--- src/rtl/ow_search_accel.sv ---
module ow_search_accel #(
  parameter int POS_PER_XFER = 4,
  localparam int XW = 2 * POS_PER_XFER
) (
  input  logic          clk,
  input  logic          rst_n,
  input  logic          srch_mode,
  input  logic          tx_valid,
  input  logic [XW-1:0] tx_byte,
  output logic          busy,
  output logic [XW-1:0] rx_byte,
  output logic          rx_full,
  input  logic          rx_take,
  output logic          slot_start,
  output logic          slot_wbit,
  input  logic          slot_done,
  input  logic          slot_rbit
);
  localparam int PW = $clog2(POS_PER_XFER);
  localparam logic [1:0] PH_READ = 2'd0, PH_COMP = 2'd1, PH_WRITE = 2'd2;

  logic                    busy_q, pend_q, first_q, chosen_q, disc_q;
  logic [1:0]              phase_q;
  logic [PW-1:0]           pos_q;
  logic [POS_PER_XFER-1:0] path_q;
  logic [XW-1:0]           res_q, res_nx;
  logic                    last_pos;

  assign busy       = busy_q;
  assign slot_start = busy_q & ~pend_q & srch_mode;
  assign slot_wbit  = (phase_q == PH_WRITE) ? chosen_q : 1'b1;
  assign last_pos   = (pos_q == PW'(POS_PER_XFER - 1));

  always_comb begin
    res_nx = res_q;
    res_nx[{pos_q, 1'b1}] = chosen_q;
    res_nx[{pos_q, 1'b0}] = disc_q;
  end

  always_ff @(posedge clk or negedge rst_n) begin
    if (!rst_n) begin
      busy_q   <= 1'b0;
      pend_q   <= 1'b0;
      phase_q  <= PH_READ;
      pos_q    <= '0;
      path_q   <= '0;
      first_q  <= 1'b0;
      chosen_q <= 1'b0;
      disc_q   <= 1'b0;
      res_q    <= '0;
      rx_byte  <= '0;
      rx_full  <= 1'b0;
    end else begin
      if (rx_take) rx_full <= 1'b0;
      if (!srch_mode) begin
        busy_q <= 1'b0;
        pend_q <= 1'b0;
      end else if (!busy_q) begin
        if (tx_valid) begin
          busy_q  <= 1'b1;
          pend_q  <= 1'b0;
          phase_q <= PH_READ;
          pos_q   <= '0;
          res_q   <= '0;
          for (int k = 0; k < POS_PER_XFER; k++) path_q[k] <= tx_byte[2*k+1];
        end
      end else if (slot_start) begin
        pend_q <= 1'b1;
      end else if (slot_done) begin
        pend_q <= 1'b0;
        case (phase_q)
          PH_READ: begin
            first_q <= slot_rbit;
            phase_q <= PH_COMP;
          end
          PH_COMP: begin
            phase_q <= PH_WRITE;
            if (!first_q && !slot_rbit) begin
              chosen_q <= path_q[pos_q];
              disc_q   <= 1'b1;
            end else if (first_q && slot_rbit) begin
              chosen_q <= 1'b1;
              disc_q   <= 1'b1;
            end else begin
              chosen_q <= first_q;
              disc_q   <= 1'b0;
            end
          end
          default: begin
            phase_q <= PH_READ;
            res_q   <= res_nx;
            if (last_pos) begin
              busy_q  <= 1'b0;
              rx_byte <= res_nx;
              rx_full <= 1'b1;
            end else begin
              pos_q <= pos_q + 1'b1;
            end
          end
        endcase
      end
    end
  end


  one_outstanding_chk: assert property (@(posedge clk) disable iff (!rst_n)
    slot_start |=> !slot_start);


  mode_exit_chk: assert property (@(posedge clk) disable iff (!rst_n)
    !srch_mode |=> !busy);


  full_after_slot_chk: assert property (@(posedge clk) disable iff (!rst_n)
    $rose(rx_full) |-> $past(slot_done && busy && srch_mode));


  full_clear_chk: assert property (@(posedge clk) disable iff (!rst_n)
    $fell(rx_full) |-> $past(rx_take));


  accept_chk: assert property (@(posedge clk) disable iff (!rst_n)
    $rose(busy) |-> $past(srch_mode && tx_valid));

endmodule

--- config.mk ---
export PLATFORM = sky130hd
export DESIGN_NAME = ow_search_accel
export DESIGN_NICKNAME = d
export VERILOG_FILES = /design/src/rtl/ow_search_accel.sv
export SDC_FILE = /design/constraint.sdc
export NUM_CORES = 1
export LEC_CHECK = 0
export BUFFER_PORTS_ARGS = -buffer_cell sky130_fd_sc_hd__buf_2
export CAP_MARGIN = 20
export CORE_MARGIN = 4
export CORE_UTILIZATION = 55
export CTS_CLUSTER_DIAMETER = 120
export DETAILED_ROUTE_END_ITERATION = 8
export HOLD_SLACK_MARGIN = 0.05
export PLACE_DENSITY_LB_ADDON = 0.2
export SLEW_MARGIN = 40
export SYNTH_ARGS = -nofsm -noshare
export SYNTH_HDL_FRONTEND = slang
export SYNTH_SLANG_ARGS = --single-unit
--- constraint.sdc ---
create_clock -name clk -period 4.6 [get_ports clk]
set_clock_uncertainty 0.1 [all_clocks]
set_input_delay 1.38 -clock clk [delete_from_list [all_inputs] [get_ports clk]]
set_output_delay 1.38 -clock clk [all_outputs]
set_load 0.05 [all_outputs]
==> results of run 1 <==
==> registers in the layout, summed over array words and instances, names as in the netlist, 2 cells and up <==
register and cells:
res_q 8, rx_byte 8, path_q 4, phase_q 2, pos_q 2
==> per-layer routing <==
| layer | vias up | part of all wire, % | track usage (%) |
|---|---|---|---|
| met5 | - | 0 | 0 |
| met2 | 27 | 46 | 28.8 |
| met4 | 0 | 1.5 | 6.36 |
| met1 | 557 | 48 | 25.8 |
| li1 | 566 | - | - |
| met3 | 6 | 5.3 | 5.66 |
==> power by group through the flow <==
| stage | Clock [uW] | Combinational, uW | Sequential [uW] |
|---|---|---|---|
| 3_3_place_gp | 0 | 82.9 | 311 |
| 4_1_cts | 146 | 88.4 | 307 |
| 6_report | 141 | 87.5 | 307 |
| 5_1_grt | 157 | 97.6 | 310 |
| 3_5_place_dp | 0 | 87.9 | 313 |
| 2_1_floorplan | 0 | 64.9 | 305 |
==> cell type report <==
| cell class | instances | share of cell area, % |
|---|---|---|
| clock buffer | 7 | 2.57 |
| inverter | 8 | 1.71 |
| multi-input combinational | 100 | 44.4 |
| sequential | 30 | 42.8 |
| tap | 31 | 2.21 |
| timing repair buffer | 22 | 6.28 |
==> synthesized netlist by cell type (2+ instances only) <==
library cell	count
o31ai_1	4
ha_1	7
nor2_1	7
nand2_1	15
a221o_1	2
nand3_1	2
o2bb2ai_1	2
nor3_1	3
inv_1	8
nor2b_1	4
mux2_2	7
a22o_1	6
dfrtp_1	30
a31o_1	2
or3_1	2
o311a_1	2
buf_2	2
o21ai_0	4
nand2b_1	5
mux2_1	7
o211ai_1	3
==> kinds of logic after synthesis <==
logic type / synth area share [%]
AO/OA/AOI/OAI: 15.8
adder cells (fa/ha/maj): 5.53
buffers and inverters: 3.48
flip-flops: 47.4
multiplexers: 12.0
AND/OR/NAND/NOR: 15.8
==> worst max-delay path, cell delays in order <==
cell and delay (ns):
buf_2 0.17, nand2_2 0.18, nor2_1 0.15, buf_2 0.27
==> through the flow <==
stage | setup WS, ns | area (um2) | instances | utilization (%)
3_5_place_dp | 0.959 | 1710 | 191 | 61.9
6_report | 0.965 | 1750 | 198 | 63.6
4_1_cts | 0.954 | 1750 | 198 | 63.6
3_3_place_gp | 0.980 | 1710 | 191 | 61.9
5_1_grt | 0.883 | 1750 | 198 | 63.6
2_1_floorplan | 0.864 | 1580 | 142 | -
==> worst paths after layout <==
| kind | startpoint | end | slack (ns) |
|---|---|---|---|
| max | srch_mode | slot_start | 0.97 |
| min | rx_byte[0] | rx_byte[0] | 0.38 |
| max reg2reg | busy | rx_byte[7] | 2.65 |
| min reg2reg | rx_byte[0] | rx_byte[0] | 0.38 |
| max in group asynchronous | rst_n | rx_byte[3] | 2.98 |
| min in group asynchronous | rst_n | phase_q[1] | 0.97 |
==> metrics.md, run 1 <==
| Metric | Value |
|---|---|
| Status | `complete, no violations` |
| Ys flop type | `dfrtp_1` |
| # port buffers | `22` |
| RSZ-0062 raised after global routing | `no` |
| Worst Setup Start Kind | `input port` |
| GPL Wtd Cong | `0.803` |
| Routed Antenna Nets | `0` |
| R2R depth | `3` |
| Latest clock arrival within the worst-skew pair | `0.33 ns` |
| Worst-Margin Slew | `0.670 ns` |
| Total length of routed wires | `3.10 mm` |
| CTS buffer count | `5` |
| Setup TNS | `0 ns` |
| Drt wl/cell | `15.6 um` |
| # rows | `19` |
| Async set-reset flop share out of synthesis | `100%` |
| Final min period | `3.63 ns` |
| Largest net degree at the start of global routing | `31` |
| First-pass GRT wire length | `5.13 mm` |
| Yosys cell types | `39` |
| Syn_area_per_cell | `11.2 um2` |
| Area of the multi-input gates | `778 um2` |
| Height of the die | `61.7 um` |
| P per Cell Area | `306 nW/um2` |
| Antenna Cells | `0` |
| Tot GR Track Use | `19.0%` |
| Sequential-to-total area share from yosys stat | `47.4%` |
| Cells after Synth | `142` |
| Drt drc | `0` |
| Cell area after synthesis | `1580 um2` |
| Worst EP required | `3.12 ns` |
| DP HPWL | `2.26 mm` |
| CTS tree | `done` |
| Psw | `157 uW` |
| P&R area growth vs syn | `10.7%` |
| Power share of the sequential group | `57.4%` |
| Post-CTS Resized | `0` |
| Share of layout cells above drive strength 1 | `25.1%` |
| EDFF count, synth | `0` |
| Clk buf depth | `2` |
| # nets final | `189` |
| Switching Fraction | `29.4%` |
| Synthesis-stage register bit count | `30` |
| Most frequent cells in the layout | `30 x dfrtp_1, 22 x buf_2, 15 x nand2_1, 8 x inv_1` |
| Leading area contributor after synthesis | `dfrtp_1` |
| Combinational share of power | `16.3%` |
| Yosys top cell area share | `47.4%` |
| Initial antenna violation count | `0` |
| Number of global-route vias before repair | `1109` |
| Synth top area cells | `dfrtp_1 47%, ha_1 5.5%, mux2_1 5.0%, mux2_2 5.0%, nand2_1 3.6%` |
| CP endpoint kind | `output pin` |
| Vias | `1156` |
| Hold Crit Depth | `1` |
| Ys Warns | `0` |
| Initial core utilization | `57.4%` |
| Static leakage | `0.000880 uW` |
| Fin crit share | `79.0%` |
| Pwr Total | `536 uW` |
| Maximum vdd drop | `278 uV` |
| Net Count, Synth | `164` |
| Grt ovf | `0` |
| Most common cell after layout, fill and taps aside | `dfrtp_1` |
| Die X | `61.7 um` |
| Sink Count | `30` |
| Hold-fix buffers, CTS | `0` |
| H-tree depth | `2` |
| Vias per cell | `5.84` |
| Reg area | `751 um2` |
| Max FO, Critical Path | `13` |
| Max Cap Viol | `0` |
| Setup bufs post-CTS | `0` |
| Worst-path clk slew | `0.08 ns` |
| Slew headroom | `55.4%` |
| Root buffer cell | `clkbuf_4` |
| # setup viols final | `0` |
| Critical Path AT | `2.15 ns` |
| Pint | `379 uW` |
| TritonRoute pass-1 iters | `4` |
| Die area | `3800 um2` |
| Final hold vios | `0` |
| Fill cells | `238` |
| Max Slew Vio Count | `0` |
| Hold Path Class | `reg2reg` |
| Hold Slack | `0.385 ns` |
| Max Fclk | `0.275 GHz` |
| Critical path class | `in2out` |
| Clock Power Share | `26.3%` |
| Count of boundary I/O pins | `27` |
| DRT iter0 DRCs | `30` |
| Core Area | `2760 um2` |
Power figures use the tool's default switching activity.
==> inputs of run 2 (changes only) <==
Settings changed: CORE_UTILIZATION 55 to 50.
Clock period 4.6 ns to 3.1 ns, I/O delays scaled along.
==> run 2 against run 1 <==
- worst hold slack better by 0.0048 ns
- die area up 8.7%
- clock-buffer cell count unchanged
- worst setup slack worse by 0.41 ns
- via count up 1.4%
- register-to-register slack worse by 1.5 ns
- highest routed layer unchanged
==> metrics.md, run 2 (same netlist as run 1, synthesis figures left out) <==
| Metric | Value |
|---|---|
| First-pass GRT wire length | `5.64 mm (was 5.13 mm)` |
| Tot GR Track Use | `17.9% (was 19.0%)` |
| Number of global-route vias before repair | `1225 (was 1109)` |
| DP HPWL | `2.24 mm (was 2.26 mm)` |
| Count of boundary I/O pins | `27 (unchanged)` |
| Clock Power Share | `29.5% (was 26.3%)` |
| Crit Reg-Reg Endpoint | `rx_byte[7] (unchanged)` |
| Vias | `1172 (was 1156)` |
| GPL Wtd Cong | `0.773 (was 0.803)` |
| Worst EP required | `2.07 ns (was 3.12 ns)` |
| Latest clock arrival within the worst-skew pair | `0.33 ns (about the same)` |
| Pint | `588 uW (was 379 uW)` |
| # port buffers | `22 (unchanged)` |
| Largest net degree at the start of global routing | `31 (unchanged)` |
| Buf+Inv Stages, Crit Path | `1 (was 2)` |
| Drt drc | `0 (unchanged)` |
| Clk buf depth | `2 (unchanged)` |
| Sink Count | `30 (unchanged)` |
| Root buffer cell | `clkbuf_4 (unchanged)` |
| # setup viols final | `0 (unchanged)` |
| Finished Layout Cells | `213 (was 198)` |
| Max Slew Vio Count | `0 (unchanged)` |
| Combinational share of power | `15.6% (was 16.3%)` |
| CTS tree | `done (unchanged)` |
| Max FO, Critical Path | `18 (was 13)` |
| Die area | `4130 um2 (was 3800 um2)` |
| Hold Slack | `0.389 ns (was 0.385 ns)` |
| P&R area growth vs syn | `13.1% (was 10.7%)` |
| Worst-Margin Slew | `0.663 ns (was 0.670 ns)` |
| Initial antenna violation count | `0 (unchanged)` |
| Final min period | `2.55 ns` |
| CP endpoint kind | `output pin (unchanged)` |
| Share of layout cells above drive strength 1 | `26.6% (was 25.1%)` |
| Antenna Cells | `0 (unchanged)` |
| Slew headroom | `55.8% (was 55.4%)` |
| Hold endpoint | `rx_byte[0] (unchanged)` |
| Post-CTS Resized | `0 (unchanged)` |
| CTS buffer count | `5 (unchanged)` |
| CP Launch Point | `busy (was srch_mode)` |
| HP Start | `rx_byte[0] (unchanged)` |
| Most frequent cells in the layout | `30 x dfrtp_1, 22 x buf_2, 15 x nand2_1, 8 x inv_1 (unchanged)` |
| Crit Reg-Reg Startpoint | `busy (unchanged)` |
| Max Fclk | `0.393 GHz` |
| Placed cell count | `205 (was 191)` |
| Hold-fix buffers, CTS | `0 (unchanged)` |
| H-tree depth | `2 (unchanged)` |
| # rows | `20 (was 19)` |
| Worst Setup Start Kind | `flip-flop (was input port)` |
| Most common cell after layout, fill and taps aside | `dfrtp_1 (unchanged)` |
| Routed Antenna Nets | `0 (unchanged)` |
| Max Cap Viol | `0 (unchanged)` |
| RSZ-0062 raised after global routing | `no (unchanged)` |
| Static leakage | `0.000895 uW (was 0.000880 uW)` |
| Initial core utilization | `51.9% (was 57.4%)` |
| P per Cell Area | `464 nW/um2 (was 306 nW/um2)` |
| # nets final | `190 (was 189)` |
| Switching Fraction | `29.2% (was 29.4%)` |
| Worst-path clk slew | `0.10 ns (was 0.08 ns)` |
| Die X | `64.3 um (was 61.7 um)` |
| Reg2Reg Setup Slack | `1.11 ns (was 2.65 ns)` |
| Height of the die | `64.3 um (was 61.7 um)` |
| Drt wl/cell | `14.7 um (was 15.6 um)` |
| Critical Path AT | `1.52 ns (was 2.15 ns)` |
| CP max stage cell | `dfrtp_1 (was buf_2)` |
| Setup bufs post-CTS | `0 (unchanged)` |
| Vias per cell | `5.50 (was 5.84)` |
| Critical path class | `reg2out (was in2out)` |
| Final hold vios | `0 (unchanged)` |
| Core Area | `3050 um2 (was 2760 um2)` |
| Maximum vdd drop | `272 uV (was 278 uV)` |
| Psw | `243 uW (was 157 uW)` |
| Power share of the sequential group | `54.8% (was 57.4%)` |
| Total length of routed wires | `3.14 mm (was 3.10 mm)` |
| Pwr Total | `831 uW (was 536 uW)` |
| Fin crit share | `82.1%` |
| Worst-path cell chain | `nand2_2 > nor2_1 > buf_2 (was buf_2 > nand2_2 > nor2_1 > buf_2)` |
| Final worst slack | `0.553 ns (was 0.965 ns)` |
| Biggest regs | `res_q (8), rx_byte (8), path_q (4) (unchanged)` |
| Grt ovf | `0 (unchanged)` |
| Crit path max-delay family | `flip-flops (was buffers and inverters)` |
| Setup TNS | `0 ns (unchanged)` |
| Delay of the slowest critical-path stage | `0.73 ns (was 0.27 ns)` |
| DRT iter0 DRCs | `45 (was 30)` |
| Hold Crit Depth | `1 (unchanged)` |
| TritonRoute pass-1 iters | `5 (was 4)` |
| Status | `complete, no violations (unchanged)` |
| Place WS | `0.550 ns (was 0.959 ns)` |
| Hold Path Class | `reg2reg (unchanged)` |
| R2R depth | `3 (unchanged)` |
run 2: power by group through the flow:
stage | Combinational (uW) | Clock [uW] | Sequential, uW
detailed placement | 131 | 0 | 463
CTS | 132 | 250 | 455
finish | 130 | 245 | 456
global placement | 125 | 0 | 461
global route | 148 | 267 | 461
floorplan | 96.3 | 0 | 453
run 2: layout make-up:
| class | instances | area [um2] |
|---|---|---|
| clock buffer | 7 | 55.1 |
| clock inverter | 1 | 5.00 |
| fill | 284 | 1260 |
| inverter | 8 | 30.0 |
| multi-input combinational | 100 | 778 |
| sequential | 30 | 751 |
| tap | 44 | 55.1 |
| timing repair buffer | 23 | 118 |
run 2: metal layers:
| metal | routed length (um) | up-vias | GRT usage [%] | part of all wire [%] |
|---|---|---|---|---|
| met2 | 1570 | 29 | 29.6 | 50 |
| met1 | 1360 | 567 | 22.4 | 43 |
| met5 | 0 | - | 0 | 0 |
| met3 | 149 | 7 | 4.57 | 4.7 |
| li1 | - | 569 | - | - |
| met4 | 54 | 0 | 6.60 | 1.7 |
run 2: through the flow:
step	utilization (%)	instance area [um2]
after floorplan	-	1580
after global placement	56.7	1730
after detailed placement	56.7	1730
after CTS	58.7	1790
after global routing	58.7	1790
final	58.7	1790
run 2: worst max-delay path by stage:
stage / to / slack (ns) / cells past startpoint
after floorplan: slot_start / 0.26 / 3
after global placement: slot_start / 0.56 / 4
after detailed placement: slot_start / 0.55 / 4
after CTS: slot_start / 0.55 / 4
after global routing: slot_start / 0.44 / 3
final: slot_start / 0.55 / 3
==> inputs of run 3 (changes only) <==
Clock period 3.1 ns to 2.3 ns, I/O delays scaled along.
==> run 3 against run 2 <==
- die area unchanged
- core utilization increased by 0.082 points
- clock power up 19%
- combinational power up 38%
- worst setup slack worse by 0.35 ns
- first-iteration DRC count is 49% higher
- critical path type unchanged
==> metrics.md, run 3 (same netlist as run 1, synthesis figures left out) <==
| Metric | Value |
|---|---|
| Share of layout cells above drive strength 1 | `27.1% (was 26.6%)` |
| Biggest regs | `res_q (8), rx_byte (8), path_q (4) (unchanged)` |
| Max Fclk | `0.477 GHz` |
| Most frequent cells in the layout | `30 x dfrtp_1, 22 x buf_2, 15 x nand2_1, 8 x inv_1 (unchanged)` |
| # port buffers | `22 (unchanged)` |
| Final hold vios | `0 (unchanged)` |
| Height of the die | `64.3 um (unchanged)` |
| Critical Path AT | `1.30 ns (was 1.52 ns)` |
| Max Cap Viol | `0 (unchanged)` |
| Max FO, Critical Path | `9 (was 18)` |
| Core Area | `3050 um2 (unchanged)` |
| Routed Antenna Nets | `0 (unchanged)` |
| Most common cell after layout, fill and taps aside | `dfrtp_1 (unchanged)` |
| P&R area growth vs syn | `13.3% (was 13.1%)` |
| P per Cell Area | `603 nW/um2 (was 464 nW/um2)` |
| # rows | `20 (unchanged)` |
| Sink Count | `30 (unchanged)` |
| Vias per cell | `5.55 (was 5.50)` |
| CP max stage cell | `dfrtp_1 (unchanged)` |
| Number of global-route vias before repair | `1186 (was 1225)` |
| Count of boundary I/O pins | `27 (unchanged)` |
| Critical path class | `reg2out (unchanged)` |
| CTS buffer count | `5 (unchanged)` |
| Root buffer cell | `clkbuf_4 (unchanged)` |
| Die X | `64.3 um (unchanged)` |
| H-tree depth | `2 (unchanged)` |
| Finished Layout Cells | `214 (was 213)` |
| Die area | `4130 um2 (unchanged)` |
| Final min period | `2.09 ns` |
| CP endpoint kind | `output pin (unchanged)` |
| Initial antenna violation count | `0 (unchanged)` |
| DP HPWL | `2.24 mm (about the same)` |
| Fin crit share | `91.1%` |
| Hold Path Class | `in2async (was reg2reg)` |
| Largest net degree at the start of global routing | `31 (unchanged)` |
| Worst-Margin Slew | `0.659 ns (was 0.663 ns)` |
| Post-CTS Resized | `0 (unchanged)` |
| Setup TNS | `0 ns (unchanged)` |
| Drt drc | `0 (unchanged)` |
| Slew headroom | `56.1% (was 55.8%)` |
| Delay of the slowest critical-path stage | `0.54 ns (was 0.73 ns)` |
| Latest clock arrival within the worst-skew pair | `0.33 ns (about the same)` |
| TritonRoute pass-1 iters | `4 (was 5)` |
| Vias | `1187 (was 1172)` |
| Static leakage | `0.000894 uW (was 0.000895 uW)` |
| DRT iter0 DRCs | `67 (was 45)` |
| Worst Setup Start Kind | `flip-flop (unchanged)` |
| # nets final | `192 (was 190)` |
| Setup bufs post-CTS | `0 (unchanged)` |
| Max Slew Vio Count | `0 (unchanged)` |
| Initial core utilization | `51.9% (unchanged)` |
| Clk buf depth | `2 (unchanged)` |
| GPL Wtd Cong | `0.752 (was 0.773)` |
| Total length of routed wires | `3.15 mm (was 3.14 mm)` |
| Worst EP required | `1.51 ns (was 2.07 ns)` |
| Hold-fix buffers, CTS | `0 (unchanged)` |
| Tot GR Track Use | `18.2% (was 17.9%)` |
| Place WS | `0.239 ns (was 0.550 ns)` |
| CTS tree | `done (unchanged)` |
| # setup viols final | `0 (unchanged)` |
| Drt wl/cell | `14.7 um (about the same)` |
| First-pass GRT wire length | `5.73 mm (was 5.64 mm)` |
| Antenna Cells | `0 (unchanged)` |
| Worst-path clk slew | `0.09 ns (was 0.10 ns)` |
| Placed cell count | `207 (was 205)` |
| Status | `complete, no violations (unchanged)` |
| Final worst slack | `0.205 ns (was 0.553 ns)` |
| Reg2Reg Setup Slack | `0.42 ns (was 1.11 ns)` |
| RSZ-0062 raised after global routing | `no (unchanged)` |
| Worst-path cell chain | `nand2_2 > nor2_2 > buf_2 (was nand2_2 > nor2_1 > buf_2)` |
| Maximum vdd drop | `320 uV (was 272 uV)` |
| Hold Slack | `0.277 ns (was 0.389 ns)` |
| Final Core Density | `58.8% (was 58.7%)` |
| Grt ovf | `0 (unchanged)` |
-- run 3: cell types whose count changed in the layout (fill, tap and decap cells not counted), sizes merged --
cell / previous run / this run
buf: 23 / 25
clkinv: 1 / 0
-- run 3: layout make-up --
type,instances,area [um2]
timing repair buffer,25,133
inverter,8,30.0
clock buffer,7,45.0
sequential,30,751
fill,281,1260
tap,44,55.1
multi-input combinational,100,781
-- run 3: metal layers --
layer / vias to the layer above / track usage (%) / part of all wire [%] / wire length, um
met2: 24 / 28.7 / 48 / 1510
met5: - / 0 / 0 / 0
met1: 585 / 22.8 / 45 / 1420
met3: 8 / 4.92 / 4.6 / 145
li1: 570 / - / - / -
met4: 0 / 8.97 / 2.3 / 74
-- run 3: metrics by stage --
| step | total power (uW) | area (um2) |
|---|---|---|
| finish | 1080 | 1790 |
| global route | 1150 | 1790 |
| CTS | 1090 | 1790 |
| detailed placement | 804 | 1750 |
| global placement | 792 | 1750 |
| floorplan | 740 | 1590 |
-- run 3: power breakdown --
group	switching, uW	total, uW	leakage, uW	internal, uW
Combinational	99.2	180	0.000468	80.6
Clock	177	292	0.0000254	115
Sequential	45.0	611	0.000400	566
Total	321	1080	0.000894	761
-- run 3: final timing paths --
path	start	to	depth (start not counted)
min reg2reg	rx_byte[2]	rx_byte[2]	1
min	rst_n	pend_q	1
min in group clk	rx_byte[2]	rx_byte[2]	1
max	busy	slot_start	3
max in group asynchronous	rst_n	rx_byte[3]	1
max reg2reg	busy	res_q[7]	4
-- run 3: critical path: cells and delay by family (launching register included) --
family                 cells  cell delay [ns]
AND/OR/NAND/NOR            2             0.18
buffers and inverters      1             0.26
flip-flops                 1             0.54
